==> src/rtl/alarm_status_pkg.sv <==
package alarm_status_pkg;
    localparam int NUM_CH    = 2;
    localparam int NUM_SIG   = 5;
    localparam int SYNC_LEN  = 2;
    localparam int BYTE_W    = 8;
    localparam int SEL_W     = 1;

    // signal lanes inside a channel's synchronised vector
    localparam int SIG_LOS   = 0;
    localparam int SIG_AIS   = 1;
    localparam int SIG_BPV   = 2;
    localparam int SIG_OVF   = 3;
    localparam int SIG_AUX   = 4;

    typedef struct packed {
        logic los;
        logic ais;
        logic bpv;
        logic ovf;
        logic aux;
        logic flag;
    } sticky_t;
endpackage

==> src/rtl/alarm_sync.sv <==
module alarm_sync #(
    parameter int                WIDTH   = 5,
    parameter int                STAGES  = 2,
    parameter logic [WIDTH-1:0]  RST_VAL = '0
) (
    input  logic             clk,
    input  logic             rst_n,
    input  logic [WIDTH-1:0] d_i,
    output logic [WIDTH-1:0] sync_o,
    output logic [WIDTH-1:0] prev_o
);
    localparam int DEPTH = STAGES + 1;

    logic [WIDTH-1:0] pipe_d [DEPTH];
    logic [WIDTH-1:0] pipe_q [DEPTH];

    always_comb begin
        pipe_d[0] = d_i;
        for (int i = 1; i < DEPTH; i++) begin
            pipe_d[i] = pipe_q[i-1];
        end
    end

    always_ff @(posedge clk or negedge rst_n) begin
        if (!rst_n) begin
            for (int i = 0; i < DEPTH; i++) pipe_q[i] <= RST_VAL;
        end else begin
            for (int i = 0; i < DEPTH; i++) pipe_q[i] <= pipe_d[i];
        end
    end

    assign sync_o = pipe_q[STAGES-1];
    assign prev_o = pipe_q[STAGES];
endmodule

==> src/rtl/alarm_channel.sv <==
module alarm_channel
    import alarm_status_pkg::*;
#(
    parameter logic AUX_RST = 1'b0
) (
    input  logic               clk,
    input  logic               rst_n,
    input  logic [NUM_SIG-1:0] sync_i,
    input  logic [NUM_SIG-1:0] prev_i,
    input  logic               clr_i,
    output logic [BYTE_W-1:0]  status_o,
    output logic               flag_o
);
    sticky_t st_d, st_q, base;
    logic [NUM_SIG-1:0] rise;
    logic set_los, set_ais, set_bpv, set_ovf, set_aux, ais_fall, set_any;

    always_comb begin
        rise     = sync_i & ~prev_i;
        set_los  = rise[SIG_LOS];
        set_ais  = rise[SIG_AIS];
        set_bpv  = sync_i[SIG_BPV];
        set_ovf  = sync_i[SIG_OVF];
        set_aux  = rise[SIG_AUX];
        ais_fall = ~sync_i[SIG_AIS] & prev_i[SIG_AIS];
        set_any  = set_los | set_ais | set_bpv | set_ovf | set_aux;

        base      = clr_i ? '0 : st_q;
        st_d      = base;
        st_d.los  = base.los  | set_los;
        st_d.ais  = base.ais  | set_ais;
        st_d.bpv  = base.bpv  | set_bpv;
        st_d.ovf  = base.ovf  | set_ovf;
        st_d.aux  = base.aux  | set_aux;
        st_d.flag = base.flag | set_any | ais_fall;
    end

    always_ff @(posedge clk or negedge rst_n) begin
        if (!rst_n) begin
            st_q      <= '0;
            st_q.los  <= 1'b1;
            st_q.aux  <= AUX_RST;
            st_q.flag <= 1'b1;
        end else begin
            st_q <= st_d;
        end
    end

    assign status_o = {sync_i[SIG_LOS], st_q.los, sync_i[SIG_AIS], st_q.ais,
                       st_q.bpv, st_q.ovf, st_q.aux, st_q.flag};
    assign flag_o   = st_q.flag;

    assert_los_sticky_R4: assert property (@(posedge clk) disable iff (!rst_n)
        (sync_i[SIG_LOS] && !prev_i[SIG_LOS]) |=> (status_o[6] && flag_o));

    assert_clear_flag_R5: assert property (@(posedge clk) disable iff (!rst_n)
        (clr_i && !set_any && !ais_fall) |=> (!flag_o && !status_o[6] && !status_o[4]));

    assert_ais_fall_R7: assert property (@(posedge clk) disable iff (!rst_n)
        (!sync_i[SIG_AIS] && prev_i[SIG_AIS]) |=> flag_o);

    assert_keep_event_R8: assert property (@(posedge clk) disable iff (!rst_n)
        (clr_i && sync_i[SIG_BPV]) |=> (status_o[3] && flag_o));
endmodule

==> src/rtl/alarm_status_regs.sv <==
module alarm_status_regs
    import alarm_status_pkg::*;
(
    input  logic              clk,
    input  logic              rst_n,
    input  logic [NUM_CH-1:0] los_i,
    input  logic [NUM_CH-1:0] ais_i,
    input  logic [NUM_CH-1:0] bpv_i,
    input  logic [NUM_CH-1:0] ovf_i,
    input  logic              rst_evt_i,
    input  logic              clk_lost_i,
    input  logic              rd_stb_i,
    input  logic [SEL_W-1:0]  rd_sel_i,
    output logic [BYTE_W-1:0] rd_data_o,
    output logic              irq_o
);
    logic [NUM_CH-1:0]  aux_vec;
    logic [BYTE_W-1:0]  status [NUM_CH];
    logic [NUM_CH-1:0]  flags;
    logic [BYTE_W-1:0]  rd_data_d, rd_data_q;

    assign aux_vec = {clk_lost_i, rst_evt_i};

    for (genvar ch = 0; ch < NUM_CH; ch++) begin : g_ch
        logic [NUM_SIG-1:0] raw, sync, prev;
        logic               clr;

        assign raw = {aux_vec[ch], ovf_i[ch], bpv_i[ch], ais_i[ch], los_i[ch]};
        assign clr = rd_stb_i && (rd_sel_i == SEL_W'(ch));

        alarm_sync #(
            .WIDTH   (NUM_SIG),
            .STAGES  (SYNC_LEN),
            .RST_VAL (NUM_SIG'(1) << SIG_LOS)
        ) u_sync (
            .clk    (clk),
            .rst_n  (rst_n),
            .d_i    (raw),
            .sync_o (sync),
            .prev_o (prev)
        );

        alarm_channel #(
            .AUX_RST (ch == 0)
        ) u_chan (
            .clk      (clk),
            .rst_n    (rst_n),
            .sync_i   (sync),
            .prev_i   (prev),
            .clr_i    (clr),
            .status_o (status[ch]),
            .flag_o   (flags[ch])
        );
    end

    always_comb begin
        rd_data_d = rd_data_q;
        if (rd_stb_i) rd_data_d = status[rd_sel_i];
    end

    always_ff @(posedge clk or negedge rst_n) begin
        if (!rst_n) rd_data_q <= '0;
        else        rd_data_q <= rd_data_d;
    end

    assign rd_data_o = rd_data_q;
    assign irq_o     = |flags;
endmodule

==> config.mk <==
export PLATFORM = sky130hd
export DESIGN_NAME = alarm_status_regs
export DESIGN_NICKNAME = d
export VERILOG_FILES = /design/src/rtl/alarm_status_pkg.sv /design/src/rtl/alarm_sync.sv /design/src/rtl/alarm_channel.sv /design/src/rtl/alarm_status_regs.sv
export SDC_FILE = /design/constraint.sdc
export NUM_CORES = 1
export LEC_CHECK = 0
export ABC_AREA = 1
export ABC_CLOCK_PERIOD_IN_PS = 1400
export BUFFER_PORTS_ARGS = -buffer_cell sky130_fd_sc_hd__buf_4
export CAP_MARGIN = 40
export CORE_ASPECT_RATIO = 0.6
export CORE_MARGIN = 5
export CORE_UTILIZATION = 58
export DETAILED_ROUTE_END_ITERATION = 7
export PLACE_DENSITY = 0.86
export SYNTH_ARGS = -nofsm -noshare
export SYNTH_HDL_FRONTEND = slang
export SYNTH_SLANG_ARGS = --single-unit
==> constraint.sdc <==
create_clock -name clk -period 1.4 [get_ports clk]
set_input_delay 0.14 -clock clk [delete_from_list [all_inputs] [get_ports clk]]
set_output_delay 0.14 -clock clk [all_outputs]
set_load 0.02 [all_outputs]
# Word level (Yosys, flattened, before mapping)
# Cells that the tools add are included.
# classes
order_cmp,1
n_mux,5
n_bitwise,32
n_reduce_logical,3
# ops
cell,n
8-bit 2-to-1 mux,3
1-bit bitwise OR,22
6-bit 2-to-1 mux,2
5-bit bitwise AND,2
5-bit NOT,2
1-bit NOT,3
1-bit bitwise AND,2
2-bit greater-or-equal comparator (second input constant),1
1-bit logical AND,2
1-bit NOT with 2-bit output,1
2-bit OR reduction,1
# totals
ff_bits,50
input_bits,14
out_inout_bits,9
elab_cells,60

# Longest topological paths before layout
# Gate-level depths: netlist of the first run.
# logic_depth
word_depth,8
depth_mapped,5
mapped_depth_nobuf,5

# By module
# From an unflattened synthesis of the first run, not the netlist that was laid out.
# hier_totals
hier_cells,159
hier_area_um2,1826.8
# by_module_without_submodules
mod,n_inst,cells_per_inst,area_per_inst_um2,seq_area_each_um2
alarm_sync,2,20,416.6,379.1
alarm_status_regs,1,49,419.2,200.2
alarm_channel (g_ch[0].u_chan),1,35,287.8,153.9
alarm_channel (g_ch[1].u_chan),1,35,286.5,152.6

# Worst setup path before layout of the first run
# Ideal clock, no wire load.
# synth_path
path_type,flip-flop to output port
startpoint,"register g_ch[0].u_chan.st_q, in the netlist g_ch[0].u_chan.flag_o"
endpoint,output port irq_o
t_arrival_ps,691
required_ps,1260
setup_slack_ps,569
stages_incl_launch_ff,2
path_buffers,0
path_cell_list,dfstp_2 or2_2
# synth_between
elab_chain_cells,1
# synth_rtl
item,line_no,rtl
"start, declared",alarm_channel.sv:14,"sticky_t st_d, st_q, base;"
"start signal, assigned",alarm_channel.sv:45,st_q <= st_d;
2-bit OR reduction,alarm_status_regs.sv:67,assign irq_o = |flags;
"end, declared",alarm_status_regs.sv:15,output logic irq_o
# Every way passes these cells.

# Worst setup path after layout of the first run
# Ends and elaborated chain as after synthesis.

==> impl_metrics.toml, run 1 <==
[clocking]
clockRootBuffer = "clkbuf_8"
clk_pin_slew_worst_paths_ns = 0.07
cts.sinks = 46
cts_buffers = 5
cts_resized = 0
cts_max_path_buffers = 2
clock_latency_ns = 0.29
cts_max_level = 2
cts_tree = "done"

[yosys]
synth.distinct_cells = 12
synth.avg_cell_area_um2 = 11.60
synth_seq_cells = 46
synth_edf_count = 0
yosysMostFrequentCell = "nand2_1"
syn_nets = 145
netlist_area_um2 = 1519
synth_seq_area_share_pct = 76.69
yosysWarnings = 0
synth_area_leaders = "dfrtp_1 (58%), dfstp_2 (19%), nand2_1 (12%)"
synth_top_area_share_pct = 57.66
syn_inst = 131
yosysTopAreaCell = "dfrtp_1"
synth_common_cells = "nand2_1 (50), dfrtp_1 (35), dfstp_2 (11), inv_1 (11), nand3_1 (8)"
synthFlopType = "dfrtp_1"
async_flop_share_pct = 100.0

[placement]
hpwl_um = 1720
gp_routability_congestion = 0.8200
numPortBuffers = 22

[power]
powerDensity_nw_per_um2 = 1300
clkPwrFrac_pct = 29.7
pwr-share-seq_pct = 59.8
p_total_mw = 2.489
p_leak_nw = 0.9613
p_sw_mw = 0.5783
p_sw_share_pct = 23.23
p_int_mw = 1.911
vdd_drop_max_mv = 0.8428
comb_power_share_pct = 10.5

[flow_run]
maxCapViolations = 0

[setup_path]
cp_slowest_cell = "dfstp_2"
crit_fanout = 3
crit_required_ns = 1.26
crit_path_max_incr_delay_ns = 0.37
crit_path_start_kind = "register"
cp_top_family = "flip-flops"
worst_ep_arrival_time_ns = 1.12
ff2ff_setup_slack_ns = 0.47
setup.worst_path.end_class = "output pin"
crit_chain = "or2_2, buf_4"
path_class = "reg2out"
cp_num_buf_inv = 1

[sta]
fmax_ghz = 0.7937
min_period_over_period_pct = 89.99
slew_violations = 0
finalSetupViolations = 0
tightest_slew_ns = 0.5336
rsz0062_at_grt = "no"
period_needed_ns = 1.260
tns_ns = 0
slew_headroom_pct = 64.43
final_hold_viol_count = 0
skew_ns = 0.005193

[grt]
grt-ovfl-total = 0
antenna_found_initial = 0
grt_pass1_vias = 1003
grt_max_degree = 47
grt_pass1_wl_um = 4505
grt.total_usage_pct = 15.40

[floorplanning]
io_pins = 23
initial_core_util_pct = 60.64
die_area_um2 = 3776
dieHeight_um = 49.64
core_um2 = 2505
rows = 14
die_w_um = 76.07

[drt]
drc_errors = 0
first_pass_iters = 4
drtIter0Drc = 36
wl_per_cell_um = 12.50
vias = 985
drt-total-wl_um = 2549
ant_nets = 0
via_per_inst = 4.828

[finish]
layout.nets = 185
antenna_cells = 0
synthToLayoutAreaGrowth_pct = 26.03
drive_gt1_share_pct = 25.00

[min_path]
hold_path.class = "in2reg"

[outcome]
status = "finished, final reports clean"
-- registers in the layout, indices dropped and copies added, names as in the netlist --
register	cells
rd_data_o	8
g_ch.u_sync.pipe_d	10
g_ch.u_chan.flag_o	2
g_ch.u_sync.sync_o	10
g_ch.u_chan.status_o	10
g_ch.u_sync.prev_o	6
-- cell usage in the layout, fill, tap and decap left out, types with 4 or more instances in the layout --
cell           count
nand2_1           50
dfrtp_1           35
buf_4             22
inv_1             11
dfstp_2           11
dlygate4sd3_1     11
nand3_1            8
nor2_1             5
clkbuf_8           5
a21o_1             4
-- area by class of cell --
cell class                 instances  area (um^2)
timing repair buffer              33        275.3
tap                               32        40.04
clock buffer                       8        80.08
sequential                        46         1165
multi-input combinational         72        305.3
fill                             178        590.6
inverter                          13        48.80
-- per-stage QoR --
step	setup WS [ns]	utilization, %	area, um^2	cells	hold slack, ns
floorplan	0.5689	-	1519	131	-0.1556
global placement	0.4707	68.83	1724	185	0.1591
detailed placement	0.4566	68.83	1724	185	0.1627
CTS	0.1350	76.42	1914	204	0.1777
global route	0.1100	76.42	1914	204	0.1899
finish	0.1401	76.42	1914	204	0.1872
-- per-layer routing --
layer  track usage [%]  part of all wire (%)  vias to the layer above  wire length, um
met2             24.01                    46                       25             1178
li1                  -                     -                      475                -
met5                 0                     0                        -                0
met4             7.849                   2.3                        0               58
met1             19.01                    45                      477             1136
met3             5.636                   6.9                        8              175
-- path summary, 6_finish.rpt --
check,to,start,cells after the start
max,irq_o,g_ch[0].u_chan.flag_o,2
min reg2reg,g_ch[1].u_sync.sync_o[4],g_ch[1].u_sync.pipe_d[9],0
max in group asynchronous,g_ch[1].u_chan.flag_o,rst_n,2
min,g_ch[1].u_chan.status_o[6],rd_sel_i,4
min in group asynchronous,g_ch[1].u_sync.pipe_d[8],rst_n,2
max reg2reg,g_ch[0].u_chan.flag_o,g_ch[0].u_sync.prev_o[0],5
-- cell families (layout without fill, tap and decap cells) --
| kind of cell | after synthesis | after routing | share of synthesized area, % |
|---|---|---|---|
| and+or+nand+nor | 66 | 66 | 17.46 |
| buffers and inverters | 13 | 54 | 3.213 |
| AOI/OAI and AO/OA | 6 | 6 | 2.635 |
| DFF | 46 | 46 | 76.69 |
-- repair_timing --
| item | in CTS | in global routing |
|---|---|---|
| endpoints found under the setup margin | 0 | 0 |
| buffers inserted | 0 | 0 |
| endpoints found under the hold margin | 45 | 0 |
| hold buffers | 11 | 0 |
-- tightest hold or removal path, stage by stage --
cell and delay (ns):
buf_4 0.09, nand2_2 0.11, nand2_1 0.09, nand2_1 0.04
-- power by group through the flow --
stage,Sequential (mW),Combinational [mW],Clock (mW)
6_report,1.49,0.262,0.739
5_1_grt,1.50,0.293,0.831
4_1_cts,1.49,0.268,0.759
3_5_place_dp,1.51,0.242,0
3_3_place_gp,1.51,0.235,0
2_1_floorplan,1.54,0.0830,0
Power figures use the tool's default switching activity.
==> run 2: changes to the inputs <==
--- a/config.mk
+++ b/config.mk
@@ -9,9 +9,9 @@
 export ABC_CLOCK_PERIOD_IN_PS = 1400
 export BUFFER_PORTS_ARGS = -buffer_cell sky130_fd_sc_hd__buf_4
-export CAP_MARGIN = 40
 export CORE_ASPECT_RATIO = 0.6
 export CORE_MARGIN = 5
 export CORE_UTILIZATION = 58
 export DETAILED_ROUTE_END_ITERATION = 7
+export HOLD_SLACK_MARGIN = 0.06
 export PLACE_DENSITY = 0.86
 export SYNTH_ARGS = -nofsm -noshare
==> constraint.sdc (replaced) <==
create_clock -name clk -period 1.4 [get_ports clk]
set_input_delay 0.14 -clock clk [delete_from_list [all_inputs] [get_ports clk]]
set_output_delay 0.14 -clock clk [all_outputs]
set_load 0.1 [all_outputs]
==> run 2 against run 1 <==
Effect of this change: worst hold slack worse by 0.0058 ns; via count increased by 1.7%; worst setup slack got worse by 0.048 ns; wire length increased by 7.0%.
==> impl_metrics.toml, run 2 (synthesis results as in run 1) <==
[setup_path]
ff2ff_setup_slack_ns = 0.46
path_class = "reg2out"
reg2reg_to = "g_ch[1].u_chan.flag_o"
reg2reg_from = "g_ch[1].u_sync.prev_o[0]"
crit_fanout = 3
reg2reg_depth = 5
setup.worst_path.end_class = "output pin"
crit_required_ns = 1.26
crit_path_start_kind = "register"
worst_ep_arrival_time_ns = 1.17

[sta]
min_period_over_period_pct = 93.44
tightest_slew_ns = 0.5345
rsz0062_at_grt = "no"
slew_headroom_pct = 64.37
final_hold_viol_count = 0
fmax_ghz = 0.7644
tns_ns = 0
slew_violations = 0
worst_slack_ns = 0.09180
hold_slack_ns = 0.1813
period_needed_ns = 1.308
skew_ns = 0.003649
finalSetupViolations = 0

[clocking]
cts.sinks = 46
cts_max_level = 2
clk_pin_slew_worst_paths_ns = 0.08
clock_latency_ns = 0.29
post_cts_buffers = 0
cts_tree = "done"
clockRootBuffer = "clkbuf_8"
cts_buffers = 5
cts_max_path_buffers = 2

[grt]
grt-ovfl-total = 0
grt_max_degree = 47
antenna_found_initial = 0
grt_pass1_wl_um = 4795
grt_pass1_vias = 1066
grt.total_usage_pct = 16.51

[drt]
vias = 1002
drtIter0Drc = 24
ant_nets = 0
wl_per_cell_um = 13.37
via_per_inst = 4.912
first_pass_iters = 4
drt-total-wl_um = 2727
drc_errors = 0

[power]
comb_power_share_pct = 14.3
p_sw_mw = 0.7983
clkPwrFrac_pct = 38.0
powerDensity_nw_per_um2 = 1573
p_int_mw = 2.318
p_leak_nw = 0.9950
pwr-share-seq_pct = 47.8
vdd_drop_max_mv = 1.249
p_sw_share_pct = 25.62

[floorplanning]
core_um2 = 2505
die_w_um = 76.07
die_area_um2 = 3776
dieHeight_um = 49.64
rows = 14
io_pins = 23
initial_core_util_pct = 60.64

[finish]
fin_util_pct = 79.07
drive_gt1_share_pct = 26.74
synthToLayoutAreaGrowth_pct = 30.40
antenna_cells = 0
final_cell_mix = "nand2_1 (50), dfrtp_1 (35), buf_4 (21)"
layout.nets = 185
final_common_cell = "nand2_1"

[placement]
numPortBuffers = 22
gp_routability_congestion = 0.8189
hpwl_um = 1800
place_ws_ns = 0.3524

[flow_run]
maxCapViolations = 0

[min_path]
hold-path-endpoint = "g_ch[1].u_chan.status_o[6]"
hold_start = "rd_sel_i"
holdPathStages = 4
hold_path.class = "in2reg"

[outcome]
status = "finished, final reports clean"
## run 2: how the worst max path moves through the flow
stage,startpoint,to,cells after the start
3_5_place_dp,g_ch[1].u_chan.flag_o,irq_o,2
3_3_place_gp,g_ch[0].u_chan.flag_o,irq_o,2
6_report,g_ch[1].u_chan.flag_o,irq_o,2
4_1_cts,g_ch[1].u_chan.flag_o,irq_o,2
5_1_grt,g_ch[1].u_chan.flag_o,irq_o,2
2_1_floorplan,rd_data_o[0],rd_data_o[0],2
## run 2: timing repair
action,4_1_cts,5_1_grt
hold endpoints to repair,45,0
hold buffers,11,0
setup endpoints to repair,0,1
gates resized for setup,0,1
## run 2: through the flow
stage | instances | total power, mW | cell area (um^2)
2_1_floorplan | 131 | 1.795 | 1519
3_3_place_gp | 185 | 1.922 | 1724
3_5_place_dp | 185 | 1.935 | 1724
4_1_cts | 204 | 3.144 | 1977
5_1_grt | 204 | 3.251 | 1981
6_report | 204 | 3.116 | 1981
## run 2: cell type report
class	instances	area, um^2
clock buffer	6	82.58
clock inverter	2	60.06
fill	153	524.3
inverter	13	48.80
multi-input combinational	72	305.3
sequential	46	1165
tap	32	40.04
timing repair buffer	33	279.0
## run 2: power by group through the flow
stage	sequential, mW	combinational [mW]	clock, mW
2_1_floorplan	1.71	0.0833	0
3_3_place_gp	1.51	0.415	0
3_5_place_dp	1.51	0.424	0
4_1_cts	1.49	0.450	1.20
5_1_grt	1.50	0.477	1.27
6_report	1.49	0.445	1.18
## run 2: routing by layer
metal  wire, um  GRT usage [%]
met3        180          6.727
met1       1183          19.33
met2       1335          27.70
met5          0              0
met4         28          5.814
## run 2: critical path, cell delays in order, from the launching register on
cell and delay, ns:
dfstp_2 0.55, or2_2 0.11, buf_6 0.21
